**config.mk**
```make
export PLATFORM = sky130hd
export DESIGN_NAME = supply_check
export DESIGN_NICKNAME = d
export VERILOG_FILES = /design/src/rtl/sck_pkg.sv /design/src/rtl/sck_interval.sv /design/src/rtl/sck_timer.sv /design/src/rtl/sck_classify.sv /design/src/rtl/supply_check.sv
export SDC_FILE = /design/constraint.sdc
export NUM_CORES = 1
export LEC_CHECK = 0
export BUFFER_PORTS_ARGS = -buffer_cell sky130_fd_sc_hd__clkbuf_2
export CORE_UTILIZATION = 50
export CTS_BUF_LIST = sky130_fd_sc_hd__clkbuf_8
export CTS_CLUSTER_DIAMETER = 150
export CTS_CLUSTER_SIZE = 10
export DETAILED_ROUTE_END_ITERATION = 12
export PLACE_DENSITY = 0.67
export RECOVER_POWER = 25
export SLEW_MARGIN = 20
export SYNTH_ARGS = -nofsm -noshare
export SYNTH_HDL_FRONTEND = slang
export SYNTH_HIERARCHICAL = 1
export SYNTH_SLANG_ARGS = --single-unit
```
**constraint.sdc**
```tcl
create_clock -name clk_i -period 2 [get_ports clk_i]
set_input_delay 0.2 -clock clk_i [delete_from_list [all_inputs] [get_ports clk_i]]
set_output_delay 0.2 -clock clk_i [all_outputs]
set_load 0.01 [all_outputs]
```
**src/rtl/sck_pkg.sv**
```systemverilog
package sck_pkg;

  typedef enum logic [1:0] {
    MODE_SILVER = 2'b00,
    MODE_LITH   = 2'b01,
    MODE_EOL    = 2'b10
  } batt_mode_e;

  typedef enum logic [1:0] {
    TS_NORMAL = 2'b00,
    TS_T125   = 2'b01,
    TS_T31    = 2'b10,
    TS_ALT    = 2'b11
  } tsel_e;

  function automatic int max_of4(input int a, input int b, input int c, input int d);
    int m;
    m = a;
    if (b > m) m = b;
    if (c > m) m = c;
    if (d > m) m = d;
    return m;
  endfunction

endpackage

```
**src/rtl/sck_interval.sv**
```systemverilog
module sck_interval
  import sck_pkg::*;
#(
  parameter int MINUTE_CYC = 1966080,
  parameter int T1_CYC     = 4096,
  parameter int T2_CYC     = 1024,
  parameter int CW         = 21
) (
  input  logic [1:0]    tsel_i,
  output logic [CW-1:0] reload_o
);

  // reload value is interval minus one: the counter's zero cycle counts too
  always_comb begin
    case (tsel_e'(tsel_i))
      TS_T125: reload_o = CW'(T1_CYC - 1);
      TS_T31:  reload_o = CW'(T2_CYC - 1);
      default: reload_o = CW'(MINUTE_CYC - 1);
    endcase
  end

endmodule

```
**src/rtl/sck_timer.sv**
```systemverilog
module sck_timer #(
  parameter int FIRST_DLY = 983,
  parameter int MAX_CYC   = 1966080,
  parameter int CW        = 21
) (
  input  logic          clk_i,
  input  logic          rst_i,
  input  logic [1:0]    tsel_i,
  input  logic [CW-1:0] reload_i,
  output logic          strobe_o
);

  logic [CW-1:0] cnt_q;
  logic [1:0]    tsel_q;
  logic          strobe_q;
  logic          sel_change;

  assign sel_change = (tsel_i != tsel_q);

  always_ff @(posedge clk_i) begin
    if (rst_i) begin
      cnt_q    <= CW'(FIRST_DLY - 1);
      tsel_q   <= tsel_i;
      strobe_q <= 1'b0;
    end else begin
      tsel_q <= tsel_i;
      if (sel_change) begin
        cnt_q    <= reload_i;
        strobe_q <= 1'b0;
      end else if (cnt_q == '0) begin
        cnt_q    <= reload_i;
        strobe_q <= 1'b1;
      end else begin
        cnt_q    <= cnt_q - CW'(1);
        strobe_q <= 1'b0;
      end
    end
  end

  assign strobe_o = strobe_q;


  strobe_width_chk: assert property (@(posedge clk_i) disable iff (rst_i)
    strobe_q |=> !strobe_q);


  sel_restart_chk: assert property (@(posedge clk_i) disable iff (rst_i)
    sel_change |=> !strobe_q);


  cnt_range_chk: assert property (@(posedge clk_i) disable iff (rst_i)
    cnt_q <= CW'(MAX_CYC - 1));

endmodule

```
**src/rtl/sck_classify.sv**
```systemverilog
module sck_classify
  import sck_pkg::*;
(
  input  logic       clk_i,
  input  logic       rst_i,
  input  logic       strobe_i,
  input  logic       vlith_i,
  input  logic       veol_i,
  output logic [1:0] mode_o
);

  batt_mode_e mode_q;

  always_ff @(posedge clk_i) begin
    if (rst_i) begin
      mode_q <= MODE_SILVER;
    end else if (strobe_i) begin
      if (veol_i)       mode_q <= MODE_EOL;
      else if (vlith_i) mode_q <= MODE_LITH;
      else              mode_q <= MODE_SILVER;
    end
  end

  assign mode_o = mode_q;


  mode_hold_chk: assert property (@(posedge clk_i) disable iff (rst_i)
    !strobe_i |=> $stable(mode_q));


  eol_wins_chk: assert property (@(posedge clk_i) disable iff (rst_i)
    (strobe_i && veol_i) |=> (mode_o == 2'b10));


  lith_sel_chk: assert property (@(posedge clk_i) disable iff (rst_i)
    (strobe_i && vlith_i && !veol_i) |=> (mode_o == 2'b01));


  silver_sel_chk: assert property (@(posedge clk_i) disable iff (rst_i)
    (strobe_i && !vlith_i && !veol_i) |=> (mode_o == 2'b00));


  mode_code_chk: assert property (@(posedge clk_i) disable iff (rst_i)
    mode_o != 2'b11);

endmodule

```
**src/rtl/supply_check.sv**
```systemverilog
module supply_check
  import sck_pkg::*;
#(
  parameter int FIRST_DLY  = 983,
  parameter int MINUTE_CYC = 1966080,
  parameter int T1_CYC     = 4096,
  parameter int T2_CYC     = 1024
) (
  input  logic       clk_i,
  input  logic       rst_i,
  input  logic [1:0] tsel_i,
  input  logic       vlith_i,
  input  logic       veol_i,
  output logic       sample_o,
  output logic [1:0] mode_o
);

  localparam int MAX_CYC = max_of4(FIRST_DLY, MINUTE_CYC, T1_CYC, T2_CYC);
  localparam int CW      = $clog2(MAX_CYC + 1);

  logic [CW-1:0] reload;
  logic          strobe;

  sck_interval #(
    .MINUTE_CYC (MINUTE_CYC),
    .T1_CYC     (T1_CYC),
    .T2_CYC     (T2_CYC),
    .CW         (CW)
  ) u_interval (
    .tsel_i   (tsel_i),
    .reload_o (reload)
  );

  sck_timer #(
    .FIRST_DLY (FIRST_DLY),
    .MAX_CYC   (MAX_CYC),
    .CW        (CW)
  ) u_timer (
    .clk_i    (clk_i),
    .rst_i    (rst_i),
    .tsel_i   (tsel_i),
    .reload_i (reload),
    .strobe_o (strobe)
  );

  sck_classify u_classify (
    .clk_i    (clk_i),
    .rst_i    (rst_i),
    .strobe_i (strobe),
    .vlith_i  (vlith_i),
    .veol_i   (veol_i),
    .mode_o   (mode_o)
  );

  assign sample_o = strobe;

endmodule

```
==> results of run 1 <==
==> through the flow <==
step / utilization (%) / area [sq um]
2_1_floorplan: - / 1650
3_3_place_gp: 51.07 / 1559
3_5_place_dp: 51.07 / 1559
4_1_cts: 52.42 / 1600
5_1_grt: 52.21 / 1594
6_report: 52.21 / 1594
==> area by class of cell <==
type | count | area share [%]
flip-flops and latches | 26 | 32.65
well taps | 44 | 3.454
repair buffers | 12 | 4.003
inverters | 4 | 0.9419
clock buffers | 3 | 2.590
multi-input cells | 129 | 56.36
==> synthesized netlist by cell type, drive strengths merged (3+ instances only) <==
| cell | n |
|---|---|
| o21ai | 3 |
| nor2 | 27 |
| nand2 | 7 |
| clkbuf | 3 |
| nand3 | 3 |
| nor3 | 18 |
| ha | 3 |
| a211oi | 10 |
| inv | 4 |
| buf | 23 |
| xnor2 | 10 |
| a21oi | 4 |
| nor4 | 4 |
| xor2 | 8 |
| dfxtp | 26 |
==> layer usage <==
| metal | part of all wire [%] | track usage (%) | wire [um] | vias up |
|---|---|---|---|---|
| li1 | - | - | - | 567 |
| met1 | 45 | 20.65 | 1208 | 506 |
| met2 | 51 | 28.73 | 1359 | 25 |
| met3 | 3.6 | 3.956 | 97 | 2 |
| met4 | 0.30 | 4.082 | 8 | 0 |
| met5 | 0 | 0 | 0 | - |
==> cell families (layout without fill, tap and decap cells) <==
group,Yosys count,count (layout),share of synthesized area (%)
AO/OA/AOI/OAI,24,24,13.93
buffers and inverters,30,19,14.32
flip-flops,26,26,32.20
adder cells (fa/ha/maj),3,3,2.322
AND/OR/NAND/NOR,71,71,25.77
XOR/XNOR,18,18,9.752
multiplexers,2,2,1.238
other,2,11,0.4646
==> power by group through the flow <==
| stage | clock network, W | logic, W | registers (W) |
|---|---|---|---|
| 2_1_floorplan | 0 | 0.000234 | 0.000615 |
| 3_3_place_gp | 0 | 0.000218 | 0.000623 |
| 3_5_place_dp | 0 | 0.000225 | 0.000626 |
| 4_1_cts | 0.000300 | 0.000226 | 0.000614 |
| 5_1_grt | 0.000320 | 0.000250 | 0.000618 |
| 6_report | 0.000286 | 0.000226 | 0.000614 |
==> state kept, by name (all words and copies together), names as in the netlist <==
| register | cells |
|---|---|
| u_classify/mode_o | 2 |
| u_timer/cnt_q | 21 |
| u_timer/tsel_q | 2 |
| u_timer/strobe_o | 1 |
==> placed cells by master, fill, tap and decap left out, drive strengths merged <==
| master | instances |
|---|---|
| nor2 | 27 |
| dfxtp | 26 |
| nor3 | 18 |
| conb | 11 |
| clkbuf | 11 |
| xnor2 | 10 |
| a211oi | 10 |
| xor2 | 8 |
| nand2 | 7 |
| inv | 4 |
| buf | 4 |
| a21oi | 4 |
| nor4 | 4 |
| ha | 3 |
| nand3 | 3 |
| o21ai | 3 |
| nand2b | 2 |
| nand3b | 2 |
| mux2i | 2 |
| nand4b | 2 |
| o31a | 2 |
| o21a | 2 |
| or3 | 2 |
| o31ai | 1 |
| nor3b | 1 |
| a211o | 1 |
| nand4 | 1 |
| or2 | 1 |
| and3b | 1 |
| o21bai | 1 |
==> worst max-delay path by stage <==
stage,end
2_1_floorplan,u_timer/cnt_q[14]
3_5_place_dp,u_timer/cnt_q[14]
6_report,u_timer/cnt_q[12]
3_3_place_gp,u_timer/cnt_q[3]
5_1_grt,u_timer/cnt_q[20]
4_1_cts,u_timer/cnt_q[14]
==> run metrics, run 1 <==
Sequential Area=520.5 sq um; final worst slack=roughly 180 ps; Syn Std Cell Area=1617 sq um; Slew headroom=53.83%; Worst Path Buf+Inv=1; Worst setup SP type=register; Worst Clk Skew=approximately 0.98 ps; Synth area leaders=dfxtp_1, buf_4, a211oi_2, nor2_1, xnor2_1; crit share post-route=around 91%; hold buffer count at cts=0; CTS tree=yes; biggest area consumer among synthesized cells=dfxtp_1; Via density=slightly above 5; leakage power=0.5659 nW; Chip Width=58.86 um; max_cap viols=0; Final Wtd Congestion=0.7536; worst-margin pin slew=slightly below 700 ps; Nets=185; Rows=20; max incr delay on CP=360 ps; RSZ-0062 raised after global routing=false; cts repair resizes=0; HP Start=tsel_i[0]; number of remaining DRC errors=0; Syn Area/Cell=9.185 sq um; Initial Util=between 50% and 60%; crit path launch=u_timer/cnt_q[13]; CTS sink cnt=26; Worst Hold Depth=1; io pins=9; EDFF count, synth=0; sequential power share=about 55%; layout cells sized above 1=18.97%; Routed WL=2.674 mm; Top delay family on crit path=simple AND/OR/NAND/NOR gates; Hold EP=u_timer/tsel_q[0]; sw power=0.0003295 W; Fillers=303; Worst-Skew Late Latency=between 200 and 300 ps; Clk pwr share=25.4%; CP Depth=6; reg2reg end=u_timer/cnt_q[12]; final std cells w/o fill=roughly 220; maximum VDD drop=about 0.32 mV; setup_tns=0 ps; FF-to-FF Start=u_timer/cnt_q[13]; grt ovf=0; register area share after synthesis=32.20%; clk buf depth=2; Hold Slack=93.64 ps; Post-Synthesis Cells=around 180; Routed WL per cell=12.27 um; share of Yosys cell area claimed by the top area cell type=about a third; Multi-input gate area=approximately 900 sq um; 1st-pass router iterations=4; worst setup path class=register to register; CTS root buffer=clkbuf_8; combinational share of power=20.0%; initial antenna violation count=0; Clock Pin Slew Worst Setup and Hold Paths=roughly 80 ps; final setup fails=0; Hold Crit Class=input port to register; outcome=finished clean; Iteration-0 DRC Markers=41; Yosys warning count=6; Pint=0.0007962 W; IO Port Bufs=8; largest net degree at the start of global routing=30; Area Growth Syn to Fin=-1.393%; Max FO, Critical Path=29; CP endpoint kind=register; post-route minimum period=1815 ps; asr flop ratio synth=0%; # placed instances=between 200 and 250; ANT cells=0; Total GRT Usage=between 10% and 20%; Worst Path Arrival=1940 ps; CP Cell Sequence=nor4_2 -> nand3_1 -> o31a_1 -> buf_4 -> nor2_1 -> a211oi_2; worst reg-to-reg setup slack=180 ps; DRT antenna net count=0; Slew Limit Fails=0; Reg2Reg Depth=6; TritonCTS buffer count=3; vias in the first global route=roughly 1000; CTS H-tree depth=1; global-route wire length before repair=4.388 mm; cell type of the slowest stage on the worst timing path=dfxtp_1; Max Clk Rate=about 0.55 GHz; pre-CTS setup slack=207.9 ps; postcts setup bufs=0; Crit path required time=approximately 2100 ps; Die ar.=3465 sq um; Distinct cells, synth=40; core area=around 3100 sq um; Hold Fails Final Rpt=0; ys flop type=dfxtp_1; die height=between 50 and 60 um; Sw Share=29.27%; Post-DP HPWL=1.957 mm; Yosys reg bits=26; PwrDens=706.2 nW/um^2; total number of vias=1100; Design Power=0.001126 W
Note: power is estimated with default switching activity, not from simulation.
==> run 2, diff against run 1 <==
--- a/config.mk
+++ b/config.mk
@@ -7,7 +7,6 @@
 export LEC_CHECK = 0
 export BUFFER_PORTS_ARGS = -buffer_cell sky130_fd_sc_hd__clkbuf_2
 export CORE_UTILIZATION = 50
-export CTS_BUF_LIST = sky130_fd_sc_hd__clkbuf_8
 export CTS_CLUSTER_DIAMETER = 150
 export CTS_CLUSTER_SIZE = 10
 export DETAILED_ROUTE_END_ITERATION = 12
==> run metrics, run 2 (same netlist as run 1, synthesis figures left out) <==
outcome=finished clean; # placed instances=215; Worst Path Arrival=2000 ps; CP endpoint kind=register; Chip Width=just under 60 um; io pins=9; number of remaining DRC errors=0; Worst setup SP type=register; worst setup path class=register to register; Total GRT Usage=approximately 17%; final setup fails=0; Core Util, Final=slightly above 50%; DRT antenna net count=0; Max Clk Rate=0.5487 GHz; CTS root buffer=clkbuf_4; Iteration-0 DRC Markers=39; Routed WL per cell=12.43 um; post-route minimum period=approximately 1800 ps; Initial Util=between 50% and 60%; grt ovf=0; max incr delay on CP=380 ps; maximum VDD drop=between 0.3 and 0.4 mV; core area=3053 sq um; Hold Fails Final Rpt=0; initial antenna violation count=0; Rows=20; final std cells w/o fill=around 220; TritonCTS buffer count=3; Worst Clk Skew=between 4 and 5 ps; Clock Pin Slew Worst Setup and Hold Paths=130 ps; clk buf depth=2; hold buffer count at cts=0; Slew headroom=approximately 53%; PwrDens=668.1 nW/um^2; cell type of the slowest stage on the worst timing path=dfxtp_1; Routed WL=2.710 mm; Top delay family on crit path=simple AND/OR/NAND/NOR gates; leakage power=0.5582 nW; postcts setup bufs=0; Via density=5.087; worst reg-to-reg setup slack=between 150 and 200 ps; highest-count cells in the layout ignoring fill and taps=nor2_1, dfxtp_1, nor3_1; Final Wtd Congestion=0.7536; global-route wire length before repair=between 4 and 5 mm; Post-DP HPWL=1.957 mm; Design Power=approximately 0.0011 W; 1st-pass router iterations=4; setup_tns=0 ps; crit share post-route=91.13%; die height=58.86 um; Largest Register=u_timer/cnt_q; layout cells sized above 1=18.97%; max_cap viols=0; Crit path required time=around 2200 ps; ANT cells=0; CTS sink cnt=26; vias in the first global route=981; Area Growth Syn to Fin=-2.554%; Slew Limit Fails=0; Largest register FFs=21; CP Cell Sequence=nor4_2 -> nand3_1 -> o31a_1 -> buf_4 -> nor2_1 -> a211oi_2; total number of vias=around 1100; Worst-Skew Late Latency=approximately 310 ps; CTS tree=yes; RSZ-0062 raised after global routing=false; Max FO, Critical Path=29; worst-margin pin slew=708.5 ps; largest net degree at the start of global routing=30; cts repair resizes=0; Hold Crit Class=input port to register; Nets=185; CTS H-tree depth=1; Worst Path Buf+Inv=1; IO Port Bufs=8; Die ar.=around 3500 sq um
==> run 2: cell counts in the layout (fill, tap and decap cells not counted) <==
No cell type changed its count.
==> run 2: final timing paths <==
check	start	to	depth (start not counted)
max	u_timer/cnt_q[13]	u_timer/cnt_q[10]	6
min	tsel_i[0]	u_timer/tsel_q[0]	1
max reg2reg	u_timer/cnt_q[13]	u_timer/cnt_q[10]	6
min reg2reg	u_classify/mode_o[0]	u_classify/mode_o[0]	2
==> run 2: layer usage <==
layer | wire (um) | global-route usage (%)
met1 | 1237 | 21.05
met4 | 16 | 4.082
met3 | 104 | 3.956
met2 | 1352 | 28.08
met5 | 0 | 0
==> run 2: stage by stage <==
step	setup slack [ps]	instance area, sq um	hold slack [ps]
finish	177.4	1575	37.55
floorplan	327.1	1650	227.7
detailed placement	207.9	1559	351.2
CTS	176.1	1582	17.65
global placement	249.4	1559	346.3
global route	56.98	1575	14.85
==> run 2: cell type report <==
cell class,instances,area (sq um)
fillers,306,1478
multi-input cells,129,898.4
flip-flops and latches,26,520.5
repair buffers,12,63.81
well taps,44,55.05
clock buffers,3,22.52
inverters,4,15.01
==> run 2: where the power goes <==
part / internal (W) / switching, W
clock: 0.0000704 / 0.000142
sequential: 0.000563 / 0.0000514
combinational: 0.0000990 / 0.000127
total: 0.000732 / 0.000320
==> run 3, diff against run 2 <==
--- a/config.mk
+++ b/config.mk
@@ -11,7 +11,6 @@
 export CTS_CLUSTER_SIZE = 10
 export DETAILED_ROUTE_END_ITERATION = 12
 export PLACE_DENSITY = 0.67
-export RECOVER_POWER = 25
 export SLEW_MARGIN = 20
 export SYNTH_ARGS = -nofsm -noshare
 export SYNTH_HDL_FRONTEND = slang
==> run metrics, run 3 (same netlist as run 1, synthesis figures left out) <==
outcome=finished clean; Hold Crit Class=input port to register; Slew headroom=52.74%; crit path launch=u_timer/cnt_q[13]; clk buf depth=2; crit share post-route=between 90% and 100%; core area=3053 sq um; Core Util, Final=between 50 and 60%; CP Cell Sequence=nor4_2 -> nand3_1 -> o31a_1 -> buf_4 -> nor2_1 -> a211oi_2; CTS root buffer=clkbuf_4; final worst slack=between 150 and 200 ps; Routed WL=between 2 and 3 mm; vias in the first global route=981; CTS tree=yes; Routed WL per cell=12.37 um; Worst Path Arrival=2000 ps; Hold Fails Final Rpt=0; grt ovf=0; Largest Register=u_timer/cnt_q; Post-DP HPWL=1.957 mm; hold buffer count at cts=0; Initial Util=52.95%; IO Port Bufs=8; 1st-pass router iterations=4; Chip Width=58.86 um; HP Start=tsel_i[0]; Worst-Skew Late Latency=310 ps; TritonCTS buffer count=3; final setup fails=0; number of remaining DRC errors=0; worst setup path class=register to register; CTS H-tree depth=1; Max FO, Critical Path=29; cell type of the slowest stage on the worst timing path=dfxtp_1; FF-to-FF Start=u_timer/cnt_q[13]; RSZ-0062 raised after global routing=false; post-route minimum period=1823 ps; Final Wtd Congestion=0.7536; PwrDens=666.0 nW/um^2; Worst setup SP type=register; Worst Clk Skew=5.093 ps; CTS sink cnt=26; Largest register FFs=21; Worst Path Buf+Inv=1; Crit path required time=2180 ps; cts repair resizes=0; Max Clk Rate=between 0.5 and 0.6 GHz; Clock Pin Slew Worst Setup and Hold Paths=roughly 130 ps; Nets=~190; Iteration-0 DRC Markers=39; Area Growth Syn to Fin=-2.167%; Die ar.=~3500 sq um; setup_tns=0 ps; max_cap viols=0; global-route wire length before repair=4.367 mm; Rows=20; die height=around 60 um; postcts setup bufs=0; initial antenna violation count=0; total number of vias=1107; max incr delay on CP=380 ps; io pins=9; maximum VDD drop=0.3230 mV; largest net degree at the start of global routing=30; pre-CTS setup slack=207.9 ps; Total GRT Usage=16.55%; ANT cells=0; Top delay family on crit path=simple AND/OR/NAND/NOR gates; leakage power=between 0.5 and 0.6 nW; highest-count cells in the layout ignoring fill and taps=nor2_1, dfxtp_1, nor3_1; layout cells sized above 1=a little over a fifth; Via density=5.078; CP endpoint kind=register; DRT antenna net count=0; worst-margin pin slew=708.9 ps; Slew Limit Fails=0
[run 3: final timing paths]
check                          to  slack, ps  cells after the start
max             u_timer/cnt_q[10]        180                      6
min             u_timer/tsel_q[0]         20                      1
max reg2reg     u_timer/cnt_q[10]        180                      6
min reg2reg  u_classify/mode_o[0]        490                      2
[run 3: power breakdown]
| group | leakage (nW) | total, W | switching, W | internal (W) |
|---|---|---|---|---|
| Sequential | 0.216 | 0.000614 | 0.0000513 | 0.000563 |
| Clock | 0.0138 | 0.000212 | 0.000142 | 0.0000704 |
| Combinational | 0.345 | 0.000227 | 0.000127 | 0.0000996 |
[run 3: final cells by class]
type	instances	area [sq um]
Fill cell	303	1471
Multi-Input combinational cell	129	898.4
Clock buffer	3	22.52
Timing Repair Buffer	12	70.07
Sequential cell	26	520.5
Inverter	4	15.01
Tap cell	44	55.05
[run 3: stage by stage]
step / instances / power, W / area (sq um) / hold WS [ps]
floorplan: 185 / 0.0008498 / 1650 / 227.7
global placement: 215 / 0.0008403 / 1559 / 346.3
detailed placement: 215 / 0.0008506 / 1559 / 351.2
CTS: 218 / 0.001066 / 1582 / 17.65
global route: 218 / 0.001118 / 1582 / 0.3983
finish: 218 / 0.001053 / 1582 / 22.15
[run 3: metal layers]
layer,GRT usage [%],vias to the layer above,routed length (um)
li1,-,568,-
met1,21.05,512,1232
met2,28.08,25,1342
met3,3.956,2,106
met4,4.082,0,16
met5,0,-,0
